File: src/rtl/sw_pkg.sv
// Shared types for the single-wire slave receiver.
// Assumes nothing beyond a single clock domain.
package sw_pkg;
    typedef enum logic [2:0] {
        ST_IDLE  = 3'd0,   // waiting for a master falling edge
        ST_SLOT  = 3'd1,   // inside a write slot, counting to sample point
        ST_RECOV = 3'd2,   // bit taken, waiting for line release
        ST_ARM   = 3'd3,   // reset seen, waiting for line to rise
        ST_WAIT  = 3'd4,   // delay before presence pulse
        ST_PRES  = 3'd5    // driving the presence pulse
    } sw_state_e;
endpackage

File: src/rtl/sw_low_timer.sv
// Edge detector and low-width timer for the bus line.
// Produces falling/rising edge strobes and a reset-hit strobe when the line
// has been low for RST_US ticks. Assumes line_in is already synchronized.
module sw_low_timer #(
    parameter int RST_US = 480
) (
    input  logic clk,
    input  logic rst_n,
    input  logic us_tick,
    input  logic line_in,
    output logic fall_o,
    output logic rise_o,
    output logic rst_hit_o
);
    localparam int LOW_W = $clog2(RST_US + 1);

    logic             line_q;
    logic [LOW_W-1:0] low_us;

    // Delayed line copy for edge detection.
    always_ff @(posedge clk) begin
        if (!rst_n) line_q <= 1'b1;
        else        line_q <= line_in;
    end

    // Saturating count of ticks spent low; cleared while high.
    always_ff @(posedge clk) begin
        if (!rst_n)                                   low_us <= '0;
        else if (line_in)                             low_us <= '0;
        else if (us_tick && low_us != LOW_W'(RST_US)) low_us <= low_us + 1'b1;
    end

    // Edge and reset strobes from current and delayed levels.
    always_comb begin
        fall_o    = line_q & ~line_in;
        rise_o    = ~line_q & line_in;
        rst_hit_o = ~line_in & us_tick & (low_us == LOW_W'(RST_US - 1));
    end


    low_hit_once_chk: assert property (@(posedge clk) disable iff (!rst_n)
        rst_hit_o |=> !rst_hit_o);
endmodule

File: src/rtl/sw_slot_ctrl.sv
// Sequencer for presence response and write-slot timing.
// Consumes edge and reset strobes; drives the pulldown and a bit strobe.
// Assumes one us_tick per microsecond and parameters inside bus limits.
module sw_slot_ctrl
    import sw_pkg::*;
#(
    parameter int WAIT_US   = 30,
    parameter int PRES_US   = 120,
    parameter int SAMPLE_US = 30
) (
    input  logic clk,
    input  logic rst_n,
    input  logic us_tick,
    input  logic line_in,
    input  logic fall_i,
    input  logic rise_i,
    input  logic rst_hit_i,
    output logic pull_low_o,
    output logic reset_seen_o,
    output logic bit_stb_o,
    output logic bit_val_o
);
    localparam int MAX_US = (WAIT_US > PRES_US) ?
                            ((WAIT_US > SAMPLE_US) ? WAIT_US : SAMPLE_US) :
                            ((PRES_US > SAMPLE_US) ? PRES_US : SAMPLE_US);
    localparam int CNT_W  = $clog2(MAX_US + 1);

    sw_state_e        state;
    logic [CNT_W-1:0] cnt;
    logic             at_sample;

    // Sample point of the current slot.
    always_comb begin
        at_sample = (state == ST_SLOT) && us_tick && (cnt == CNT_W'(SAMPLE_US - 1));
        bit_stb_o = at_sample && !rst_hit_i;
        bit_val_o = line_in;
    end

    // Main sequencer: reset takes priority from every state.
    always_ff @(posedge clk) begin
        if (!rst_n) begin
            state        <= ST_IDLE;
            cnt          <= '0;
            pull_low_o   <= 1'b0;
            reset_seen_o <= 1'b0;
        end else begin
            reset_seen_o <= rst_hit_i;
            if (rst_hit_i) begin
                state      <= ST_ARM;
                cnt        <= '0;
                pull_low_o <= 1'b0;
            end else begin
                unique case (state)
                    ST_IDLE: if (fall_i) begin
                        state <= ST_SLOT;
                        cnt   <= '0;
                    end
                    ST_SLOT: if (us_tick) begin
                        if (cnt == CNT_W'(SAMPLE_US - 1)) begin
                            state <= ST_RECOV;
                            cnt   <= '0;
                        end else cnt <= cnt + 1'b1;
                    end
                    ST_RECOV: if (line_in) state <= ST_IDLE;
                    ST_ARM: if (rise_i) begin
                        state <= ST_WAIT;
                        cnt   <= '0;
                    end
                    ST_WAIT: if (us_tick) begin
                        if (cnt == CNT_W'(WAIT_US - 1)) begin
                            state      <= ST_PRES;
                            cnt        <= '0;
                            pull_low_o <= 1'b1;
                        end else cnt <= cnt + 1'b1;
                    end
                    ST_PRES: if (us_tick) begin
                        if (cnt == CNT_W'(PRES_US - 1)) begin
                            state      <= ST_IDLE;
                            cnt        <= '0;
                            pull_low_o <= 1'b0;
                        end else cnt <= cnt + 1'b1;
                    end
                    default: state <= ST_IDLE;
                endcase
            end
        end
    end


    pres_drive_chk: assert property (@(posedge clk) disable iff (!rst_n)
        (state == ST_PRES) |-> pull_low_o);

    pres_start_chk: assert property (@(posedge clk) disable iff (!rst_n)
        $rose(pull_low_o) |-> ($past(state) == ST_WAIT));

    no_self_decode_chk: assert property (@(posedge clk) disable iff (!rst_n)
        pull_low_o |-> !bit_stb_o);
endmodule

File: src/rtl/sw_byte_shifter.sv
// LSB-first deserializer with a completion strobe.
// Assumes bit_stb_i is a single-cycle pulse; clear_i aborts a partial word.
module sw_byte_shifter #(
    parameter int DATA_W = 8
) (
    input  logic              clk,
    input  logic              rst_n,
    input  logic              bit_stb_i,
    input  logic              bit_val_i,
    input  logic              clear_i,
    output logic [DATA_W-1:0] rx_byte_o,
    output logic              byte_valid_o
);
    localparam int BC_W = $clog2(DATA_W);

    logic [DATA_W-1:0] shreg;
    logic [BC_W-1:0]   bit_cnt;
    logic [DATA_W-1:0] shifted;

    // Next shift value with the new bit entering at the top.
    always_comb shifted = {bit_val_i, shreg[DATA_W-1:1]};

    // Shift, count and publish a completed word.
    always_ff @(posedge clk) begin
        if (!rst_n) begin
            shreg        <= '0;
            bit_cnt      <= '0;
            rx_byte_o    <= '0;
            byte_valid_o <= 1'b0;
        end else begin
            byte_valid_o <= 1'b0;
            if (clear_i) begin
                bit_cnt <= '0;
            end else if (bit_stb_i) begin
                shreg <= shifted;
                if (bit_cnt == BC_W'(DATA_W - 1)) begin
                    bit_cnt      <= '0;
                    rx_byte_o    <= shifted;
                    byte_valid_o <= 1'b1;
                end else bit_cnt <= bit_cnt + 1'b1;
            end
        end
    end


    byte_pulse_chk: assert property (@(posedge clk) disable iff (!rst_n)
        byte_valid_o |=> !byte_valid_o);

    rx_hold_chk: assert property (@(posedge clk) disable iff (!rst_n)
        !byte_valid_o |-> $stable(rx_byte_o));

    abort_clear_chk: assert property (@(posedge clk) disable iff (!rst_n)
        clear_i |=> (bit_cnt == '0));
endmodule

File: src/rtl/sw_slave_rx.sv
// Top of the single-wire slave: reset detection, presence response and
// write-slot reception into bytes. Assumes a synchronized line input and
// an external open-drain driver controlled by pull_low.
module sw_slave_rx #(
    parameter int RST_US    = 480,
    parameter int WAIT_US   = 30,
    parameter int PRES_US   = 120,
    parameter int SAMPLE_US = 30,
    parameter int DATA_W    = 8
) (
    input  logic              clk,
    input  logic              rst_n,
    input  logic              us_tick,
    input  logic              line_in,
    output logic              pull_low,
    output logic [DATA_W-1:0] rx_byte,
    output logic              byte_valid,
    output logic              reset_seen
);
    logic fall, rise, rst_hit, bit_stb, bit_val;

    sw_low_timer #(.RST_US(RST_US)) u_timer (
        .clk(clk), .rst_n(rst_n), .us_tick(us_tick), .line_in(line_in),
        .fall_o(fall), .rise_o(rise), .rst_hit_o(rst_hit)
    );

    sw_slot_ctrl #(.WAIT_US(WAIT_US), .PRES_US(PRES_US), .SAMPLE_US(SAMPLE_US)) u_ctrl (
        .clk(clk), .rst_n(rst_n), .us_tick(us_tick), .line_in(line_in),
        .fall_i(fall), .rise_i(rise), .rst_hit_i(rst_hit),
        .pull_low_o(pull_low), .reset_seen_o(reset_seen),
        .bit_stb_o(bit_stb), .bit_val_o(bit_val)
    );

    sw_byte_shifter #(.DATA_W(DATA_W)) u_shift (
        .clk(clk), .rst_n(rst_n), .bit_stb_i(bit_stb), .bit_val_i(bit_val),
        .clear_i(rst_hit), .rx_byte_o(rx_byte), .byte_valid_o(byte_valid)
    );


    reset_once_chk: assert property (@(posedge clk) disable iff (!rst_n)
        reset_seen |=> !reset_seen);
endmodule

File: config.mk
export PLATFORM = sky130hd
export DESIGN_NAME = sw_slave_rx
export DESIGN_NICKNAME = d
export VERILOG_FILES = /design/src/rtl/sw_pkg.sv /design/src/rtl/sw_low_timer.sv /design/src/rtl/sw_slot_ctrl.sv /design/src/rtl/sw_byte_shifter.sv /design/src/rtl/sw_slave_rx.sv
export SDC_FILE = /design/constraint.sdc
export NUM_CORES = 1
export LEC_CHECK = 0
export CAP_MARGIN = 20
export CELL_PAD_IN_SITES_DETAIL_PLACEMENT = 0
export CELL_PAD_IN_SITES_GLOBAL_PLACEMENT = 1
export CORE_MARGIN = 10
export CORE_UTILIZATION = 40
export DETAILED_ROUTE_END_ITERATION = 8
export DONT_BUFFER_PORTS = 1
export PLACE_DENSITY_LB_ADDON = 0.1
export SLEW_MARGIN = 10
export SYNTH_ARGS = -nofsm -noshare
export SYNTH_HDL_FRONTEND = slang
export SYNTH_HIERARCHICAL = 1
export SYNTH_SLANG_ARGS = --single-unit
File: constraint.sdc
create_clock -name clk -period 2.5 [get_ports clk]
set_clock_uncertainty 0.05 [all_clocks]
set_input_delay 0 -clock clk [delete_from_list [all_inputs] [get_ports clk]]
set_output_delay 0 -clock clk [all_outputs]
set_load 0.02 [all_outputs]
==> impl_metrics.env <==
export IMPL_area_growth_pct=11.4
export IMPL_place_area_sq_um=2200
export IMPL_floorplan_rows=26
export IMPL_synth_seq_cells=41
export IMPL_synth_ff_type="dfxtp_1"
export IMPL_vdd_drop_max_uv=225
export IMPL_whs_ns=0.0347
export IMPL_syn_area_sq_um=2130
export IMPL_p_leak_nw=0.791
export IMPL_tns_ns=0
export IMPL_worstSetupPathType="flop to flop"
export IMPL_n_antenna_cell=0
export IMPL_reg2regPathDepth=8
export IMPL_dp_hpwl_um=3360
export IMPL_final_cell_area_sq_um=2370
export IMPL_ioPinCount=15
export IMPL_fp_dieW_um=92.9
export IMPL_cp_end_kind="flop"
export IMPL_grt_overflow_total=0
export IMPL_rrSetupSlack_ns=0.17
export IMPL_initial_core_util_pct=41.4
export IMPL_final_min_clock_period_ns=2.33
export IMPL_finalHoldViolations=0
export IMPL_synthCells=237
export IMPL_fmax_ghz=0.429
export IMPL_antenna_left=0
export IMPL_clock_latency_ns=0.29
export IMPL_grt_util_all_layers_pct=11.2
export IMPL_fillers=533
export IMPL_io_buffers=0
export IMPL_slew_headroom_pct=42.7
export IMPL_drive_above_1_share_pct=14.1
export IMPL_min_path_type="input port to flop"
export IMPL_crit_end="u_shift/rx_byte_o[0]$_SDFFE_PN0P_"
export IMPL_post_route_period_util_pct=93.2
export IMPL_tritoncts="built"
export IMPL_cts_root_to_sink_buffers=2
export IMPL_root_buffer="clkbuf_8"
export IMPL_h_tree_depth=2
export IMPL_r2r_start="u_timer/low_us[0]$_SDFFE_PP0P_"
export IMPL_netlist_area_leader_share_pct=38.6
export IMPL_whs_path_depth=3
export IMPL_synth_area_leaders="dfxtp_1, mux2i_1, nand2_1, ha_1, nor2b_1"
export IMPL_grt_pass1_wl_um=7960
export IMPL_rsz0062_at_grt="false"
export IMPL_layout_commonest_cell="dfxtp_1"
export IMPL_seq_area_sq_um=821
export IMPL_max_cap_viol_count=0
export IMPL_place_gp_congestion=0.841
export IMPL_setup_slack_ns=0.170
export IMPL_yosys_area_top_type="dfxtp_1"
export IMPL_status="completed"
export IMPL_first_iter_violations=137
export IMPL_cts_inserted_buffers=5
export IMPL_finalMaxSlewViolations=0
export IMPL_required_ns=2.62
export IMPL_antenna_found_initial=0
export IMPL_postSynth_asyncResetShare_pct=0
export IMPL_setup_worst_path_start="u_timer/low_us[0]$_SDFFE_PP0P_"
export IMPL_dieArea_sq_um=8630
export IMPL_multi_input_area_sq_um=1160
export IMPL_wl_per_cell_um=14.6
export IMPL_syn_avg_cell_area_sq_um=8.97
export IMPL_cts_sinks=41
export IMPL_ys_warn_count=6
export IMPL_die_h_um=92.9
export IMPL_preCtsSetupSlack_ns=0.0663
export IMPL_grt_max_degree=29
export IMPL_vias=1749
export IMPL_fin_nets=257
export IMPL_most_common_layout_cells="dfxtp_1, nand2_1, inv_1"
export IMPL_ys_types=55
export IMPL_finalSetupViolCount=0
export IMPL_cts_setup_buffers=0
export IMPL_clk_pin_slew_ns=0.08
export IMPL_crit_fanout=17
export IMPL_syn_nets=247
export IMPL_timing_worst_slew_pin_value_ns=0.856
export IMPL_drc=0
export IMPL_core_sq_um=5140
export IMPL_vias_per_cell=5.50
export IMPL_first_pass_iters=4
export IMPL_power_mw=1.45
export IMPL_synth_edff_count=0
export IMPL_first_global_vias=1706
export IMPL_wl_um=4640
export IMPL_ys_seq_area_share_pct=38.6
export IMPL_rr_endpoint="u_shift/rx_byte_o[0]$_SDFFE_PN0P_"
export IMPL_start_kind="flop"
export IMPL_cp_arrival_ns=2.45
export IMPL_powerDensity_nw_per_um2=610
==> final cells by class <==
class / instances / area share [%]
multi-input cells: 171 / 48.9
flip-flops and latches: 41 / 34.7
repair buffers: 15 / 5.07
well taps: 70 / 3.70
clock buffers: 5 / 2.91
clock inverters: 3 / 2.75
inverters: 13 / 2.06
==> critical path, cell delays in order, from the launching register on <==
cell	delay (ns)
dfxtp_1	0.35
ha_1	0.19
nand4_2	0.13
or4_1	0.50
nor3_2	0.28
buf_4	0.19
and3b_2	0.32
nand3_1	0.12
o21ai_1	0.08
==> cell usage after synthesis, drive strengths merged (3+ instances only) <==
master / instances
clkbuf: 3
nor2: 6
o31ai: 5
inv: 13
a311oi: 4
nand4: 5
and2: 4
a31oi: 3
nand3: 13
nor2b: 11
or3: 4
nor3: 4
ha: 6
nand2b: 3
o21ai: 17
or4: 6
buf: 9
a21oi: 8
mux2i: 10
nand3b: 3
a211oi: 4
nand2: 25
and2b: 3
dfxtp: 41
o41ai: 3
==> worst min-delay path by stage <==
stage            start                         endpoint
6_report       line_in     u_ctrl/state[2]$_SDFFE_PP0P_
5_1_grt          rst_n   u_timer/low_us[1]$_SDFFE_PP0P_
4_1_cts        line_in     u_ctrl/state[2]$_SDFFE_PP0P_
3_5_place_dp     rst_n  u_shift/byte_valid_o$_SDFF_PP0_
3_3_place_gp     rst_n  u_shift/byte_valid_o$_SDFF_PP0_
2_1_floorplan    rst_n   u_ctrl/reset_seen_o$_SDFF_PN0_
==> cell families (layout without fill, tap and decap cells) <==
kind of cell             count (synthesis)  count (layout)  synth area share [%]
AND/OR/NAND/NOR                        100             100                  28.2
XOR/XNOR                                 4               4                  1.65
adder cells (fa/ha/maj)                  6               6                  3.53
AO/OA/AOI/OAI                           51              51                  16.2
buffers and inverters                   25              36                  7.12
flip-flops                              41              41                  38.6
multiplexers                            10              10                  4.71
==> layer usage <==
layer	wire length [um]	up-vias	global-route usage [%]
met3	282	6	3.71
met1	2230	826	13.8
li1	-	883	-
met2	2070	34	17.5
met5	0	-	0
met4	61	0	4.37
==> power by group <==
part | leakage [nW] | internal [mW] | switching [mW]
combinational | 0.392 | 0.0609 | 0.0821
sequential | 0.331 | 0.664 | 0.00995
clock | 0.0681 | 0.397 | 0.231
==> per-stage QoR <==
stage,std cells,util (%)
final,318,46.1
after CTS,318,46.0
after floorplan,237,-
after global routing,318,46.1
after global placement,307,42.8
after detailed placement,307,42.8
==> registers in the layout, indices dropped and copies added, names as in the netlist <==
register and cells:
u_timer/low_us 9, u_shift/rx_byte_o 8, u_ctrl/cnt 7, u_shift/shreg 7, u_ctrl/state 3, u_shift/bit_cnt 3, u_ctrl/pull_low_o 1, u_ctrl/reset_seen_o 1
u_shift/byte_valid_o 1, u_timer/line_q 1
==> what timing repair did <==
action                                 CTS  global route
endpoints found under the hold margin   29             0
setup endpoints to repair                0            15
hold buffers                             3             0
resized for setup                        0             2
Power figures use the tool's default switching activity.
